==> src/rtl/kpadPkg.sv <==
package kpadPkg;

  typedef enum logic [1:0] {
    ST_SCAN    = 2'd0,
    ST_CONFIRM = 2'd1,
    ST_RELEASE = 2'd2
  } kpadState_e;

  // strobes from control to datapath
  typedef struct packed {
    logic rowNext;   // advance to the next row
    logic rowHome;   // return to row 0
    logic tmrClear;  // restart the shared timer
    logic capture;   // record current row and first low column
    logic emit;      // publish key code and pulse valid
  } kpadCtl_t;

endpackage

==> src/rtl/kpadDatapath.sv <==
module kpadDatapath
  import kpadPkg::*;
#(
  parameter int NUM_ROWS      = 4,
  parameter int NUM_COLS      = 3,
  parameter int SETTLE_CYCLES = 4,
  parameter int DEBOUNCE_W    = 16,
  parameter int CODE_W        = $clog2(NUM_ROWS * NUM_COLS + 1)
) (
  input  logic                  clk,
  input  logic                  rstN,
  input  logic [NUM_COLS-1:0]   colN,
  input  logic [DEBOUNCE_W-1:0] debounceCount,
  input  kpadCtl_t              ctl,
  output logic                  tmrSettle,
  output logic                  tmrDone,
  output logic                  anyLow,
  output logic                  keyLow,
  output logic [NUM_ROWS-1:0]   rowN,
  output logic [CODE_W-1:0]     keyCode,
  output logic                  keyValid
);

  localparam int ROW_W = (NUM_ROWS > 1) ? $clog2(NUM_ROWS) : 1;
  localparam int COL_W = (NUM_COLS > 1) ? $clog2(NUM_COLS) : 1;
  localparam logic [ROW_W-1:0] LAST_ROW = ROW_W'(NUM_ROWS - 1);
  localparam logic [DEBOUNCE_W-1:0] SETTLE_END = DEBOUNCE_W'(SETTLE_CYCLES - 1);

  logic [NUM_COLS-1:0]   colMeta, colSync;
  logic [ROW_W-1:0]      rowIdx, keyRow;
  logic [COL_W-1:0]      keyCol, firstCol;
  logic [DEBOUNCE_W-1:0] tmr;
  logic [CODE_W-1:0]     codeCalc;

  // two-stage column synchronizer, idle value is all ones
  always_ff @(posedge clk or negedge rstN) begin
    if (!rstN) begin
      colMeta <= '1;
      colSync <= '1;
    end else begin
      colMeta <= colN;
      colSync <= colMeta;
    end
  end

  // row pointer
  always_ff @(posedge clk or negedge rstN) begin
    if (!rstN) begin
      rowIdx <= '0;
    end else if (ctl.rowHome) begin
      rowIdx <= '0;
    end else if (ctl.rowNext) begin
      rowIdx <= (rowIdx == LAST_ROW) ? '0 : rowIdx + 1'b1;
    end
  end

  always_comb begin
    rowN = '1;
    rowN[rowIdx] = 1'b0;
  end

  // shared settle / debounce / release timer, saturating
  always_ff @(posedge clk or negedge rstN) begin
    if (!rstN) begin
      tmr <= '0;
    end else if (ctl.tmrClear) begin
      tmr <= '0;
    end else if (tmr != '1) begin
      tmr <= tmr + 1'b1;
    end
  end

  assign tmrSettle = (tmr == SETTLE_END);
  assign tmrDone   = (tmr >= debounceCount);

  // lowest-numbered low column wins
  always_comb begin
    firstCol = '0;
    for (int c = NUM_COLS - 1; c >= 0; c--) begin
      if (!colSync[c]) firstCol = COL_W'(c);
    end
  end

  assign anyLow = ~&colSync;
  assign keyLow = ~colSync[keyCol];

  always_ff @(posedge clk or negedge rstN) begin
    if (!rstN) begin
      keyRow <= '0;
      keyCol <= '0;
    end else if (ctl.capture) begin
      keyRow <= rowIdx;
      keyCol <= firstCol;
    end
  end

  // 1-based: col + NUM_COLS*row - NUM_COLS, same as 0-based col + NUM_COLS*row + 1
  assign codeCalc = CODE_W'(keyCol) + CODE_W'(NUM_COLS) * CODE_W'(keyRow) + CODE_W'(1);

  always_ff @(posedge clk or negedge rstN) begin
    if (!rstN) begin
      keyCode  <= '0;
      keyValid <= 1'b0;
    end else begin
      keyValid <= ctl.emit;
      if (ctl.emit) keyCode <= codeCalc;
    end
  end


  rowOneLow_chk: assert property (@(posedge clk) disable iff (!rstN)
    $countones(~rowN) == 1);


  validPulse_chk: assert property (@(posedge clk) disable iff (!rstN)
    keyValid |=> !keyValid);


  codeStable_chk: assert property (@(posedge clk) disable iff (!rstN)
    !ctl.emit |=> $stable(keyCode));


  codeRange_chk: assert property (@(posedge clk) disable iff (!rstN)
    keyValid |-> (int'(keyCode) >= 1 && int'(keyCode) <= NUM_ROWS * NUM_COLS));

endmodule

==> src/rtl/kpadControl.sv <==
module kpadControl
  import kpadPkg::*;
(
  input  logic     clk,
  input  logic     rstN,
  input  logic     tmrSettle,
  input  logic     tmrDone,
  input  logic     anyLow,
  input  logic     keyLow,
  output kpadCtl_t ctl
);

  kpadState_e state, stateNxt;

  always_ff @(posedge clk or negedge rstN) begin
    if (!rstN) state <= ST_SCAN;
    else       state <= stateNxt;
  end

  always_comb begin
    stateNxt = state;
    ctl      = '0;
    unique case (state)
      ST_SCAN: begin
        if (tmrSettle) begin
          ctl.tmrClear = 1'b1;
          if (anyLow) begin
            ctl.capture = 1'b1;
            stateNxt    = ST_CONFIRM;
          end else begin
            ctl.rowNext = 1'b1;
          end
        end
      end
      ST_CONFIRM: begin
        if (tmrDone) begin
          ctl.tmrClear = 1'b1;
          if (keyLow) begin
            ctl.emit = 1'b1;
            stateNxt = ST_RELEASE;
          end else begin
            ctl.rowHome = 1'b1;
            stateNxt    = ST_SCAN;
          end
        end
      end
      ST_RELEASE: begin
        if (anyLow) begin
          ctl.tmrClear = 1'b1;
        end else if (tmrDone) begin
          ctl.tmrClear = 1'b1;
          ctl.rowHome  = 1'b1;
          stateNxt     = ST_SCAN;
        end
      end
      default: stateNxt = ST_SCAN;
    endcase
  end


  singleEmit_chk: assert property (@(posedge clk) disable iff (!rstN)
    ctl.emit |=> (state == ST_RELEASE));


  releaseHold_chk: assert property (@(posedge clk) disable iff (!rstN)
    (state == ST_RELEASE && anyLow) |=> (state == ST_RELEASE));

endmodule

==> src/rtl/kpadScanner.sv <==
module kpadScanner
  import kpadPkg::*;
#(
  parameter int NUM_ROWS      = 4,
  parameter int NUM_COLS      = 3,
  parameter int SETTLE_CYCLES = 4,
  parameter int DEBOUNCE_W    = 16,
  parameter int CODE_W        = $clog2(NUM_ROWS * NUM_COLS + 1)
) (
  input  logic                  clk,
  input  logic                  rstN,
  input  logic [NUM_COLS-1:0]   colN,
  input  logic [DEBOUNCE_W-1:0] debounceCount,
  output logic [NUM_ROWS-1:0]   rowN,
  output logic [CODE_W-1:0]     keyCode,
  output logic                  keyValid
);

  kpadCtl_t ctl;
  logic tmrSettle, tmrDone, anyLow, keyLow;

  kpadControl u_ctrl (
    .clk      (clk),
    .rstN     (rstN),
    .tmrSettle(tmrSettle),
    .tmrDone  (tmrDone),
    .anyLow   (anyLow),
    .keyLow   (keyLow),
    .ctl      (ctl)
  );

  kpadDatapath #(
    .NUM_ROWS     (NUM_ROWS),
    .NUM_COLS     (NUM_COLS),
    .SETTLE_CYCLES(SETTLE_CYCLES),
    .DEBOUNCE_W   (DEBOUNCE_W),
    .CODE_W       (CODE_W)
  ) u_dp (
    .clk          (clk),
    .rstN         (rstN),
    .colN         (colN),
    .debounceCount(debounceCount),
    .ctl          (ctl),
    .tmrSettle    (tmrSettle),
    .tmrDone      (tmrDone),
    .anyLow       (anyLow),
    .keyLow       (keyLow),
    .rowN         (rowN),
    .keyCode      (keyCode),
    .keyValid     (keyValid)
  );

endmodule

==> config.mk <==
export PLATFORM = sky130hd
export DESIGN_NAME = kpadScanner
export DESIGN_NICKNAME = d
export VERILOG_FILES = /design/src/rtl/kpadPkg.sv /design/src/rtl/kpadDatapath.sv /design/src/rtl/kpadControl.sv /design/src/rtl/kpadScanner.sv
export SDC_FILE = /design/constraint.sdc
export NUM_CORES = 1
export LEC_CHECK = 0
export BUFFER_PORTS_ARGS = -buffer_cell sky130_fd_sc_hd__buf_4
export CORE_MARGIN = 3
export CORE_UTILIZATION = 56
export CTS_CLUSTER_SIZE = 24
export DETAILED_ROUTE_END_ITERATION = 12
export PLACE_DENSITY = 0.77
export SKIP_CTS_REPAIR_TIMING = 1
export SLEW_MARGIN = 20
export SYNTH_ARGS = -nofsm -noshare
export SYNTH_HDL_FRONTEND = slang
export SYNTH_SLANG_ARGS = --single-unit
==> constraint.sdc <==
create_clock -name clk -period 2.4 [get_ports clk]
set_input_delay 0.24 -clock clk [delete_from_list [all_inputs] [get_ports clk]]
set_output_delay 0.24 -clock clk [all_outputs]
set_load 0.1 [all_outputs]
## Word-level counts from Yosys, hierarchy flattened

Cells that the tools add are included.

| cells by class | value |
|---|---|
| add/sub/neg operators | 4 |
| multiply operators | 1 |
| magnitude comparators | 4 |
| eq/ne operators | 10 |
| muxes and demuxes | 35 |
| bitwise logic cells | 1 |
| reduce and logical (&&, ||, !) cells | 6 |

Operator list:

| kind | count |
|---|---|
| 16-bit 2-to-1 mux | 2 |
| 2-bit 2-to-1 mux | 15 |
| 16-bit by 1-bit adder with 16-bit output, second input constant | 1 |
| 16-bit by 2-bit == test with 1-bit output, second input constant | 1 |
| 16-bit >= comparator | 1 |
| 16-bit inequality test, second input constant | 1 |
| 1-bit 2-to-1 mux | 13 |
| 2-bit inequality test, second input constant | 4 |
| 2-bit by 3-bit < comparator with 1-bit output, second input constant | 2 |
| 2-bit one-hot mux with 3 select lines | 1 |
| 5-bit AND reduction | 1 |
| 2-bit by 4-bit adder with 4-bit output | 1 |
| 4-bit by 1-bit adder with 4-bit output, second input constant | 1 |
| 2-bit == test, second input constant | 2 |
| 2-bit by 2-bit multiplier with 4-bit output, first input constant | 1 |
| 4-bit NOT | 1 |
| 2-bit nonzero test | 2 |
| 1-bit one-hot mux with 3 select lines | 1 |
| 3-bit AND reduction | 1 |
| 2-bit by 1-bit adder with 2-bit output, second input constant | 1 |
| 1-bit binary-select mux with 2-bit select | 1 |
| 1-bit demux with 2-bit select | 1 |
| 2-bit by 1-bit == test with 1-bit output, second input constant | 1 |
| 2-bit by 1-bit >= comparator with 1-bit output, second input constant | 1 |
| other kinds (4) | 4 |

| word-level totals | value |
|---|---|
| flip-flop bits (word level) | 35 |
| input port bits | 21 |
| output and inout port bits | 9 |
| logic and storage cells | 70 |

## Logic depth before layout (Yosys ltp)

| depth | value |
|---|---|
| depth after elaboration | 6 |
| depth in mapped cells | 8 |
| mapped depth without buffers | 7 |

## By module

From an unflattened synthesis, not the netlist that was laid out.

| unflattened totals | value |
|---|---|
| cell total of the unflattened synthesis | 239 |
| area total of the unflattened synthesis | 2299.7 um^2 |

Modules (own cells, without submodules):

| module | instances | cells each | area an instance (um^2) | seq. area each (um^2) |
|---|---|---|---|---|
| kpadDatapath | 1 | 213 | 2068.2 | 833.3 |
| kpadControl | 1 | 26 | 231.5 | 50.0 |

## Worst setup path after synthesis

Ideal clock, no wire load.

| timing path | value |
|---|---|
| path type | reg-to-reg |
| start | register u_dp.tmr[13] |
| end | register u_dp.keyCode[0] |
| setup time | 0.128 ns |
| data arrival time | 1.981 ns |
| data required time | 2.272 ns |
| path slack | 0.291 ns |
| cell stages (with the launch flop) | 7 |
| path buffers | 0 |
| clock period less this slack | 2.109 ns |
| cells stage by stage | dfrtp_1 -> ha_1 -> a21o_1 -> a21o_1 -> a2111oi_4 -> a21oi_2 -> mux2_1 |

RTL lines:

| element | RTL line | text |
|---|---|---|
| from (decl) | kpadDatapath.sv:32 | `logic [DEBOUNCE_W-1:0] tmr;` |
| from (signal assigned) | kpadDatapath.sv:69 | `tmr <= tmr + 1'b1;` |
| to (signal assigned) | kpadDatapath.sv:106 | `if (ctl.emit) keyCode <= codeCalc;` |
| to (decl) | kpadDatapath.sv:20 | `output logic [CODE_W-1:0] keyCode,` |

==> results.toml <==
[status]
status = "complete, no violations"

[pwr]
finalPower_mw = 2.48
p_leak_nw = 1.42
p_per_area_mw_per_mm2 = 837
ir_drop_mv = 0.513

[sta]
hold_ws_ps = 48.8
maxSlewHeadroom_pct = 49.3
hold_viol_final = 0
period_minus_slack_ps = 2310
worstMarginPinSlew_ps = 741
maxSlewViolCount = 0
fmax_mhz = 433
setup_viol = 0
finalSetupTns_ps = 0
fin_skew_ps = 5.54
rsz0062_at_grt = "true"
period_share_pct = 96.2

[synth]
netlist_area_sq_mm = 0.00246
syn_area_per_cell_sq_um = 10.2
synth.top_cells.by_area = "dfrtp_1, ha_1, dfstp_2"
synth_edf_count = 0
netlist.area_leader.share_pct = 29.5
yosys_most_used_dff = "dfrtp_1"
yosys.area.top_type = "dfrtp_1"
ys_ff_latch = 35
synth-seq-area-share_pct = 35.9
syn_inst = 242
synthesis.nets = 293
ys_types = 50
async_flop_share_pct = 100
ys_warn_count = 0

[worst_setup_path]
setup.worst_path.start = "u_dp.tmr[11]"
cp_slowest_cell = "a311oi_1"
cp_data_arrival_time_ps = 2480
crit_chain = "ha_1 -> nand4_1 -> a311oi_1 -> a31oi_2 -> a21oi_2 -> mux2_1"
critPathKind = "reg -> reg"
endpoint_kind = "flip-flop"
rrSetupSlack_ps = 90
cp-start-kind = "flip-flop"
critPathMaxFanout = 6
r2r-start = "u_dp.tmr[11]"
ff2ff_path_depth = 6
cp.required_ps = 2570
slowest_delay_ps = 440
r2r_end = "u_dp.keyCode[2]"

[floorplanning]
die_h_um = 72.2
design.core.area_sq_mm = 0.00412
start_util_pct = 59.7
io_pins = 30
num_rows = 23
die_area_sq_mm = 0.00522
dieWidth_um = 72.2

[hold_path]
min_to = "u_dp.colMeta[2]"
min_from = "colN[2]"
hold_path_class = "in -> reg"
whs_path_depth = 1

[placement]
io_buffers = 29
finalWeightedCongestion = 0.884
dp_cells = 335
dp_hpwl_mm = 4.00

[clocking]
cts-root-buf = "clkbuf_8"
clockBufferDepth = 2
clock_sinks = 35
cts_tree = "done"
clkTransAtPathRegs_ps = 80
cts_buffers = 5
htree_levels = 2
clk_latency_ps = 290

[detailed_routing]
num_vias = 1977
drc_errors = 0
wl_mm = 5.14
drtPass1Iterations = 4
drt_iter0_markers = 153
avgViaCountPerCell = 5.75
post_drt_wl_per_cell_um = 14.9
ant_nets = 0

[global_routing]
grt_antenna_before_repair = 0
grt_max_degree = 36
gr-total-overflow = 0
grt_use_total_pct = 21.1
grt_pass1_vias = 1811
grt_pass1_wl_mm = 8.52

[cells_and_area]
final_cells = 344
ff_latch_area_sq_um = 883
multi_input_area_sq_mm = 0.00145
syn_to_final_growth_pct = 20.5
fill_cells = 323
drive_gt1_share_pct = 27.9
insertedDiodeCount = 0
nets = 344

[flow_run]
drv_cap = 0
how the worst max path moves through the flow:
stage,end,depth (start not counted)
after global routing,u_dp.keyCode[2],6
after CTS,u_dp.keyCode[2],7
after floorplan,u_dp.keyCode[0],6
final,u_dp.keyCode[2],6
after global placement,u_dp.keyCode[0],6
after detailed placement,u_dp.keyCode[2],7
flip-flops by register name (all words and copies together) (netlist names):
signal         count
u_dp.rowIdx        2
u_dp.keyRow        2
u_ctrl.state       2
u_dp.keyCol        2
u_dp.colSync       3
u_dp.colMeta       3
u_dp.keyValid      1
u_dp.keyCode       4
u_dp.tmr          16
critical path: cells and delay by family (launching register included):
kind / cells / cell delay, ps
AOI/OAI and AO/OA: 3 / 940
DFF: 1 / 390
muxes: 1 / 370
adders and majority gates: 1 / 320
and+or+nand+nor: 1 / 170
metal layers:
metal	GRT usage [%]	vias to the layer above	wire length [um]
met5	0	-	0
met4	6.05	0	53
met3	5.12	6	350
met2	33.1	62	2320
met1	29.3	926	2420
li1	-	983	-
cells in the final DEF (no fill, tap or decap), drive strengths merged, types with 2 or more instances in the layout:
cell type and count:
dfrtp 29, mux2i 8, nor4b 3, a2111oi 3, a21o 3, a211oi 2, nand2b 4, o22ai 2
dfstp 6, clkinv 2, nand2 14, fa 2, nor3 21, nand3 11, and3 4, mux2 4
clkbuf 5, xnor2 11, buf 45, ha 28, nor2 8, and2 2, inv 28, o21a 2
nand4 6, a2111o 2, o21ai 5, nor4 7, a21oi 12, a31oi 3
area by class of cell:
cell class / instances / area share [%]
clock inverters: 3 / 1.48
repair buffers: 46 / 11.7
well taps: 50 / 2.11
multi-input cells: 177 / 49.0
flip-flops and latches: 35 / 29.8
clock buffers: 5 / 2.32
inverters: 28 / 3.55
where the power goes:
group          internal [mW]  switching [mW]
Clock                  0.309           0.222
Combinational          0.501           0.596
Sequential             0.723           0.129
cells in the mapped netlist, types with 2 or more instances:
master	instances
nand4_1	5
and2_1	2
a21o_1	3
o21ai_0	3
o22ai_1	2
nor4_1	6
xnor2_1	11
dfstp_2	6
a21oi_2	2
a21oi_1	10
nor4b_1	3
a2111oi_0	2
mux2_1	3
nand2_1	13
ha_1	28
nor3_1	9
a2111o_1	2
inv_1	28
nor3_2	12
o21ai_1	2
nand3_1	10
and3_1	4
nand2b_1	4
o21a_1	2
fa_1	2
mux2i_1	8
nor2_1	8
dfrtp_1	29
a31oi_1	2
per-stage QoR:
stage | util [%] | instance area (sq um) | worst slack [ps]
2_1_floorplan | - | 2460 | 291
3_3_place_gp | 69.0 | 2840 | 210
3_5_place_dp | 69.0 | 2840 | 156
4_1_cts | 71.7 | 2950 | 120
5_1_grt | 72.0 | 2960 | -13.5
6_report | 72.0 | 2960 | 91.7
kinds of logic after synthesis:
logic type                 share of synthesized area, %
AOI/OAI and AO/OA                                  12.9
xor gates and xnor gates                           4.28
adders and majority gates                          15.9
DFF                                                35.9
and+or+nand+nor                                    20.9
buffers and inverters                              5.04
muxes                                              5.09
Note: power is estimated with default switching activity, not from simulation.
